**src/rtl/nvm_ctrl_pkg.sv**
```systemverilog
package nvm_ctrl_pkg;

  typedef enum logic [2:0] {
    ST_BOOT,
    ST_IDLE,
    ST_READ,
    ST_WRITE,
    ST_RESP
  } ctrl_state_t;

  // Strobes from the control path to the datapath
  typedef struct packed {
    logic selN;     // memory select, active low
    logic wrN;      // write strobe, active low
    logic rdN;      // output strobe, active low
    logic drive;    // drive the data bus
    logic take;     // latch the request fields
    logic capture;  // sample the read byte
    logic respond;  // completion cycle
    logic fault;    // completion is an error
  } ctrl_strobe_t;

  // Round-up conversion from nanoseconds to clock cycles, never below 1
  function automatic int unsigned cyclesFor(input longint unsigned ns,
                                            input longint unsigned periodPs);
    longint unsigned c;
    c = (ns * 64'd1000 + periodPs - 64'd1) / periodPs;
    if (c == 64'd0) c = 64'd1;
    return c[31:0];
  endfunction

endpackage

```
**src/rtl/nvm_ctrl_fsm.sv**
```systemverilog
module nvm_ctrl_fsm
  import nvm_ctrl_pkg::*;
#(
  parameter int unsigned ACC_CYC  = 5,
  parameter int unsigned BOOT_CYC = 200000
) (
  input  logic         clk,
  input  logic         rst,
  input  logic         reqValid,
  input  logic         reqWrite,
  input  logic         wrInhibit,
  output logic         reqReady,
  output ctrl_strobe_t strb
);

  localparam int unsigned SPAN = (BOOT_CYC > ACC_CYC) ? BOOT_CYC : ACC_CYC;
  localparam int unsigned CW   = $clog2(SPAN + 1);
  localparam logic [CW-1:0] BOOT_LAST = CW'(BOOT_CYC - 1);
  localparam logic [CW-1:0] ACC_LAST  = CW'(ACC_CYC - 1);

  ctrl_state_t   state;
  logic [CW-1:0] cnt;
  logic          errQ;

  always_ff @(posedge clk) begin
    if (rst) begin
      state <= ST_BOOT;
      cnt   <= '0;
      errQ  <= 1'b0;
    end else begin
      case (state)
        ST_BOOT: begin
          if (cnt == BOOT_LAST) begin
            state <= ST_IDLE;
            cnt   <= '0;
          end else begin
            cnt <= cnt + 1'b1;
          end
        end
        ST_IDLE: begin
          cnt <= '0;
          if (reqValid) begin
            if (reqWrite && wrInhibit) begin
              state <= ST_RESP;
              errQ  <= 1'b1;
            end else begin
              state <= reqWrite ? ST_WRITE : ST_READ;
              errQ  <= 1'b0;
            end
          end
        end
        ST_READ: begin
          if (cnt == ACC_LAST) begin
            state <= ST_RESP;
            cnt   <= '0;
          end else begin
            cnt <= cnt + 1'b1;
          end
        end
        ST_WRITE: begin
          if (wrInhibit) begin
            state <= ST_RESP;
            errQ  <= 1'b1;
            cnt   <= '0;
          end else if (cnt == ACC_LAST) begin
            state <= ST_RESP;
            cnt   <= '0;
          end else begin
            cnt <= cnt + 1'b1;
          end
        end
        ST_RESP: state <= ST_IDLE;
        default: state <= ST_BOOT;
      endcase
    end
  end

  always_comb begin
    reqReady     = (state == ST_IDLE);
    strb.selN    = !((state == ST_READ) || (state == ST_WRITE));
    strb.wrN     = (state != ST_WRITE);
    strb.rdN     = (state != ST_READ);
    strb.drive   = (state == ST_WRITE);
    strb.take    = (state == ST_IDLE) && reqValid;
    strb.capture = (state == ST_READ) && (cnt == ACC_LAST);
    strb.respond = (state == ST_RESP);
    strb.fault   = errQ;
  end

endmodule

```
**src/rtl/nvm_ctrl_dp.sv**
```systemverilog
module nvm_ctrl_dp
  import nvm_ctrl_pkg::*;
#(
  parameter int unsigned ADDR_W = 17,
  parameter int unsigned DATA_W = 8
) (
  input  logic              clk,
  input  logic              rst,
  input  ctrl_strobe_t      strb,
  input  logic [ADDR_W-1:0] reqAddr,
  input  logic [DATA_W-1:0] reqWdata,
  input  logic [DATA_W-1:0] memDqIn,
  output logic [ADDR_W-1:0] memAddr,
  output logic [DATA_W-1:0] memDqOut,
  output logic              memDqOe,
  output logic              memCeN,
  output logic              memWeN,
  output logic              memOeN,
  output logic              rspValid,
  output logic              rspErr,
  output logic [DATA_W-1:0] rspRdata
);

  logic [ADDR_W-1:0] addrQ;
  logic [DATA_W-1:0] wdataQ;
  logic [DATA_W-1:0] rdataQ;

  always_ff @(posedge clk) begin
    if (rst) begin
      addrQ  <= '0;
      wdataQ <= '0;
      rdataQ <= '0;
    end else begin
      if (strb.take) begin
        addrQ  <= reqAddr;
        wdataQ <= reqWdata;
      end
      if (strb.capture) rdataQ <= memDqIn;
    end
  end

  assign memAddr  = addrQ;
  assign memDqOut = wdataQ;
  assign memDqOe  = strb.drive;
  assign memCeN   = strb.selN;
  assign memWeN   = strb.wrN;
  assign memOeN   = strb.rdN;
  assign rspValid = strb.respond;
  assign rspErr   = strb.respond & strb.fault;
  assign rspRdata = rdataQ;

endmodule

```
**src/rtl/nvm_async_ctrl.sv**
```systemverilog
module nvm_async_ctrl
  import nvm_ctrl_pkg::*;
#(
  parameter int unsigned CLK_PERIOD_PS = 10000,
  parameter int unsigned ACCESS_NS     = 45,
  parameter int unsigned STARTUP_NS    = 2000000,
  parameter int unsigned ADDR_W        = 17,
  parameter int unsigned DATA_W        = 8
) (
  input  logic              clk,
  input  logic              rst,
  input  logic              reqValid,
  output logic              reqReady,
  input  logic              reqWrite,
  input  logic [ADDR_W-1:0] reqAddr,
  input  logic [DATA_W-1:0] reqWdata,
  output logic              rspValid,
  output logic              rspErr,
  output logic [DATA_W-1:0] rspRdata,
  input  logic              wrInhibit,
  output logic [ADDR_W-1:0] memAddr,
  output logic              memCeN,
  output logic              memWeN,
  output logic              memOeN,
  output logic [DATA_W-1:0] memDqOut,
  output logic              memDqOe,
  input  logic [DATA_W-1:0] memDqIn
);

  localparam int unsigned ACC_CYC  = cyclesFor(64'(ACCESS_NS), 64'(CLK_PERIOD_PS));
  localparam int unsigned BOOT_CYC = cyclesFor(64'(STARTUP_NS), 64'(CLK_PERIOD_PS));

  ctrl_strobe_t strb;

  nvm_ctrl_fsm #(
    .ACC_CYC (ACC_CYC),
    .BOOT_CYC(BOOT_CYC)
  ) u_fsm (
    .clk      (clk),
    .rst      (rst),
    .reqValid (reqValid),
    .reqWrite (reqWrite),
    .wrInhibit(wrInhibit),
    .reqReady (reqReady),
    .strb     (strb)
  );

  nvm_ctrl_dp #(
    .ADDR_W(ADDR_W),
    .DATA_W(DATA_W)
  ) u_dp (
    .clk     (clk),
    .rst     (rst),
    .strb    (strb),
    .reqAddr (reqAddr),
    .reqWdata(reqWdata),
    .memDqIn (memDqIn),
    .memAddr (memAddr),
    .memDqOut(memDqOut),
    .memDqOe (memDqOe),
    .memCeN  (memCeN),
    .memWeN  (memWeN),
    .memOeN  (memOeN),
    .rspValid(rspValid),
    .rspErr  (rspErr),
    .rspRdata(rspRdata)
  );

endmodule

```
**config.mk**
```make
export PLATFORM = sky130hd
export DESIGN_NAME = nvm_async_ctrl
export DESIGN_NICKNAME = d
export VERILOG_FILES = /design/src/rtl/nvm_ctrl_pkg.sv /design/src/rtl/nvm_ctrl_fsm.sv /design/src/rtl/nvm_ctrl_dp.sv /design/src/rtl/nvm_async_ctrl.sv
export SDC_FILE = /design/constraint.sdc
export NUM_CORES = 1
export LEC_CHECK = 0
export ABC_CLOCK_PERIOD_IN_PS = 5800
export BUFFER_PORTS_ARGS = -buffer_cell sky130_fd_sc_hd__buf_4
export CORE_AREA = 2 2 83 85
export DETAILED_ROUTE_END_ITERATION = 8
export DIE_AREA = 0 0 85 87
export PLACE_DENSITY = 0.64
export SETUP_SLACK_MARGIN = 0.3
export SYNTH_ARGS = -nofsm -noshare
export SYNTH_HDL_FRONTEND = slang
export SYNTH_HIERARCHICAL = 1
export SYNTH_SLANG_ARGS = --single-unit
```
**constraint.sdc**
```tcl
create_clock -name clk -period 5.8 [get_ports clk]
set_input_delay 0.87 -clock clk [delete_from_list [all_inputs] [get_ports clk]]
set_output_delay 0.87 -clock clk [all_outputs]
set_load 0.02 [all_outputs]
```
== After elaboration in Yosys (flattened, before gate mapping) ==
Cells that the tools add are included.

* Eq/ne operators: 11
* Div/mod/pow operators: 0
* Multiply operators: 0
* Reduce and logical (&&, ||, !) cells: 10
* Bitwise operators: 1
* Shift-type cells: 0
* $lt $le $gt $ge: 0
* Multiplexer cells: 15
* Add/subtract/negate cells: 1

{| class="wikitable"
|+ Operators with widths
! cell !! count
|-
| case mux 18 bit (4 select lines) || 1
|-
| two-way mux 18 bit || 3
|-
| adder 18 x 1 -> 18 bit, second input constant || 1
|-
| == test 18 bit, second input constant || 1
|-
| == test 18 x 3 -> 1 bit, second input constant || 1
|-
| two-way mux 3 bit || 5
|-
| case mux 3 bit (5 select lines) || 1
|-
| == test 3 x 2 -> 1 bit, second input constant || 2
|-
| != test 3 x 2 -> 1 bit, second input constant || 2
|-
| two-way mux 1 bit || 4
|-
| != test 2 bit, second input constant || 2
|-
| nonzero test 4 bit || 1
|-
| == test 3 x 1 -> 1 bit, second input constant || 1
|-
| == test 3 bit, second input constant || 1
|-
| logical AND 1 bit || 3
|-
| logical NOT 3 bit || 1
|-
| AND reduction 3 bit || 1
|-
| != test 2 x 1 -> 1 bit, second input constant || 1
|-
| case mux 1 bit (2 select lines) || 1
|-
| AND reduction 2 bit || 1
|-
| nonzero test 2 bit || 1
|-
| bitwise AND 1 bit || 1
|-
| logical NOT 1 bit || 1
|-
| logical OR 1 bit || 1
|}

* Latch bits: 0
* Word-level logic and storage cells: 44
* Memories: 0
* Flip-flop bits (word level): 55
* Bits in writable memories: 0
* Output and inout port bits: 40
* Bits of input ports: 38
* Bits in read-only memories: 0

== Longest topological paths before layout ==
* Depth in word-level cells: 4
* Depth in mapped cells: 8
* Gate-level depth less buffers: 7

== Cells and area by module ==
Netlist, hierarchy kept.

{| class="wikitable"
|+ Modules (own cells, without submodules)
! module !! cells each !! seq. area each (um^2) !! area an instance (um^2) !! times used
|-
| nvm_ctrl_fsm || 155 || 440.4 || 1317.5 || 1
|-
| nvm_ctrl_dp || 113 || 660.6 || 1234.9 || 1
|}

== Least setup slack after synthesis ==
OpenSTA, ideal clock, no wires.

* Path type: register to output
* Start point: reg u_fsm.state[0]
* End point: out reqReady
* Cell stages (with the launch flop): 3
* Buffers on the path: 1
* Arrival time: 1.200 ns
* Slack: 3.730 ns
* Data required time: 4.930 ns
* Cell sequence: dfxtp_1 -> clkbuf_1 -> nor3b_1

* Cells in the longest elaborated chain, start to end: 1

{| class="wikitable"
|+ Ends and longest elaborated chain
! item !! line !! source
|-
| start: declaration || nvm_ctrl_fsm.sv:21 || <nowiki>ctrl_state_t state;</nowiki>
|-
| start signal: assignment || nvm_ctrl_fsm.sv:47 || <nowiki>state <= reqWrite ? ST_WRITE : ST_READ;</nowiki>
|-
| == test 3 x 1 -> 1 bit || nvm_ctrl_fsm.sv:79 || <nowiki>reqReady = (state == ST_IDLE);</nowiki>
|-
| end: declaration || nvm_async_ctrl.sv:13 || <nowiki>output logic reqReady,</nowiki>
|}

No other way between the ends.

== Final worst setup path ==
* Start point: reg u_fsm.state[2]
* End point: out rspErr

* Cells in the longest elaborated chain, start to end: 2

{| class="wikitable"
|+ Ends and longest elaborated chain
! item !! line !! source
|-
| == test 3 bit || nvm_ctrl_fsm.sv:86 || <nowiki>strb.respond = (state == ST_RESP);</nowiki>
|-
| bitwise AND 1 bit || nvm_ctrl_dp.sv:49 || <nowiki>assign rspErr = strb.respond & strb.fault;</nowiki>
|-
| end: declaration || nvm_async_ctrl.sv:18 || <nowiki>output logic rspErr,</nowiki>
|}

No other way between the ends.

==> impl_metrics.csv <==
group,metric,value,unit
place,io_buffers,77,
timing,finClkSkew,10.5,ps
logic_synthesis,synthTopCellsByCount,"dfxtp_1 (55), nor2_1 (39), mux2i_1 (33)",
final_layout,regArea,1100,µm²
worst_setup_path,cp_slowest_stage_delay,730,ps
routing,wl_met2,2500,µm
worst_setup_path,crit_type,"reg2out",
floorplan,core,6570,µm²
worst_setup_path,timing.rr.end,"u_fsm/cnt[0]",
power,irDropWorstVdd,0.000109,V
worst_setup_path,reg2reg_setup_slack,3440,ps
worst_setup_path,r2r-start,"u_fsm/cnt[15]",
worst_setup_path,cp-start-kind,"register",
logic_synthesis,synth_top_area_share,43.1,%
timing,rsz0062_at_grt,"false",
timing,finalHoldViolations,0,
logic_synthesis,ys_seq_elements,55,
cts,cts_resized,0,
timing,worstMarginPinSlew,794,ps
routing,routed_via_density,5.09,
routing,dr.max_layer_used,"met4",
global_routing,grt_max_degree,37,
logic_synthesis,syn_nets,308,
routing,drt-initial-drc-count,54,
logic_synthesis,ys_types,45,
logic_synthesis,synth_top_flop_cell,"dfxtp_1",
worst_setup_path,crit_arrival,1560,ps
floorplan,row_count,30,
global_routing,antenna_found_initial,0,
outcome,run_status,"finished clean",
final_layout,syn_to_final_growth,24.8,%
cts,postCtsSetupBuffers,0,
floorplan,die_area,7400,µm²
logic_synthesis,syn_area_per_cell,9.52,µm²
final_layout,fillers,642,
routing,wl_met3,355,µm
floorplan,io_pins,78,
hold_path,hold_path.startpoint,"u_dp/memAddr[0]",
cts,clk_pin_slew,100,ps
hold_path,min_path_type,"reg2reg",
cts,cts_max_path_buffers,2,
place,gp_congestion,0.797,
final_layout,multi_input_area,1270,µm²
global_routing,grt_pass1_vias,1842,
timing,report.final.slew_viol_count,0,
logic_synthesis,syn_area,2550,µm²
cts,clk-insertion-delay-late,310,ps
worst_setup_path,cpMostUsedCell,"and2_1",
power,p_total,626,µW
routing,antenna_left,0,
logic_synthesis,synthTopCellsByArea,"dfxtp_1 (43%), mux2i_1 (13%), nor2_1 (5.7%)",
logic_synthesis,ys_warn_count,6,
timing,tns,0,ps
logic_synthesis,synthArstFlopShare,0,%
timing,max_clock_freq,411,MHz
routing,wl_per_cell,13.4,µm
timing,min_period,2430,ps
routing,dr.pass1.iters,5,
logic_synthesis,yosys.area.top_type,"dfxtp_1",
cts,cts_hold_buf,0,
floorplan,initial_core_util,38.9,%
global_routing,grt_use_total,14.8,%
cts,cts_tree,"done",
hold_path,hold_end,"u_dp/memAddr[0]",
power,leakage,1.25,nW
final_layout,drive_above_1_share,28.7,%
power,power_density,197,nW/µm²
cts,numCtsBuffers,5,
routing,vias,2114,
place,dpl.hpwl,4000,µm
global_routing,grt_pass1_wl,8880,µm
routing,wl,5540,µm
logic_synthesis,postSynthCellCount,268,
worst_setup_path,required,4930,ps
timing,min_period_over_period,41.9,%
final_layout,antenna_cells,0,
cts,cts_htree_levels,2,
floorplan,fp.dieW,85,µm
hold_path,hold-path-cell-count,2,
worst_setup_path,cp_cell_sequence,"and2_1, and2_1, buf_4",
cts,cts.sinks,55,
timing,setup_viol,0,
final_layout,fin_nets,374,
cts,root_buffer,"clkbuf_8",
worst_setup_path,end_kind,"primary output",
logic_synthesis,synth.most_common_cell,"dfxtp_1",
worst_setup_path,r2r_cells,4,
routing,wl_met1,2620,µm
timing,slew_headroom,46.6,%
floorplan,die_height,87,µm
routing,drc,0,
flow_run,drv_cap,0,
logic_synthesis,synth-edff-count,0,
logic_synthesis,ys_seq_area_share,43.1,%
worst_setup_path,cpMaxStageDelayCell,"dfxtp_1",
global_routing,gr-total-overflow,0,
worst_setup_path,crit_fanout,19,
state kept, by name, indices dropped and copies added, names as in the netlist:
name,count
u_dp/rspRdata,8
u_dp/memAddr,17
u_fsm/cnt,18
u_fsm/state,3
u_fsm/errQ,1
u_dp/memDqOut,8
how the worst max path moves through the flow:
stage,to,depth (start not counted),slack [ps],startpoint
3_5_place_dp,u_fsm/cnt[0],4,3440,u_fsm/cnt[15]
5_1_grt,rspErr,3,3250,u_fsm/state[2]
3_3_place_gp,u_fsm/cnt[0],4,3460,u_fsm/cnt[15]
6_report,rspErr,3,3370,u_fsm/state[2]
2_1_floorplan,reqReady,2,3730,u_fsm/state[0]
4_1_cts,rspErr,3,3370,u_fsm/state[2]
placed cells by master, fill, tap and decap left out, drive strengths merged, types with 6 or more instances in the layout:
master,netlist,layout
buf,16,80
clkbuf,5,6
dfxtp,55,55
inv,8,8
mux2i,33,33
nand2,9,9
nand3,6,6
nor2,39,39
nor3,13,13
o31ai,6,6
xor2,7,7
metrics by stage:
step / area (µm²) / std cells / setup slack, ps / hold slack [ps] / util, %
global route: 3190 / 415 / 3250 / 526 / 48.5
global placement: 3100 / 407 / 3460 / 475 / 47.2
finish: 3190 / 415 / 3370 / 500 / 48.5
CTS: 3190 / 415 / 3370 / 507 / 48.5
detailed placement: 3100 / 407 / 3440 / 484 / 47.2
floorplan: 2550 / 268 / 3730 / 469 / -
area by class of cell:
class                   count  share of cell area [%]
multi-input cells         184                    39.8
flip-flops and latches     55                    34.6
repair buffers             80                    18.9
well taps                  80                    3.14
clock buffers               6                    2.28
inverters                   8                   0.943
clock inverters             2                   0.393
power breakdown:
group	total [mW]	leakage, nW	internal, mW	switching, mW
logic	0.0367	0.761	0.0215	0.0152
registers	0.382	0.443	0.379	0.00278
clock network	0.208	0.0412	0.0848	0.123
total	0.626	1.25	0.485	0.141
cell families (layout without fill, tap and decap cells):
| logic type | count (synthesis) | in the layout | share of synthesized area [%] |
|---|---|---|---|
| AND/OR/NAND/NOR | 108 | 108 | 22.3 |
| flip-flops | 55 | 55 | 43.1 |
| multiplexers | 33 | 33 | 12.9 |
| AO/OA/AOI/OAI | 29 | 29 | 9.12 |
| buffers and inverters | 29 | 96 | 7.40 |
| XOR/XNOR | 12 | 12 | 4.12 |
| adder cells (fa/ha/maj) | 2 | 2 | 0.980 |
worst max-delay path: cells and delay by family (launching register included):
kind | cells | cell delay, ps
DFF | 1 | 730
buffers and inverters | 1 | 130
and+or+nand+nor | 2 | 390
layer usage:
layer  up-vias  GRT usage [%]
li1       1074              -
met1       973           20.2
met2        60           22.9
met3         7           3.89
met4         0           4.47
met5         -              0
Note: power is estimated with default switching activity, not from simulation.
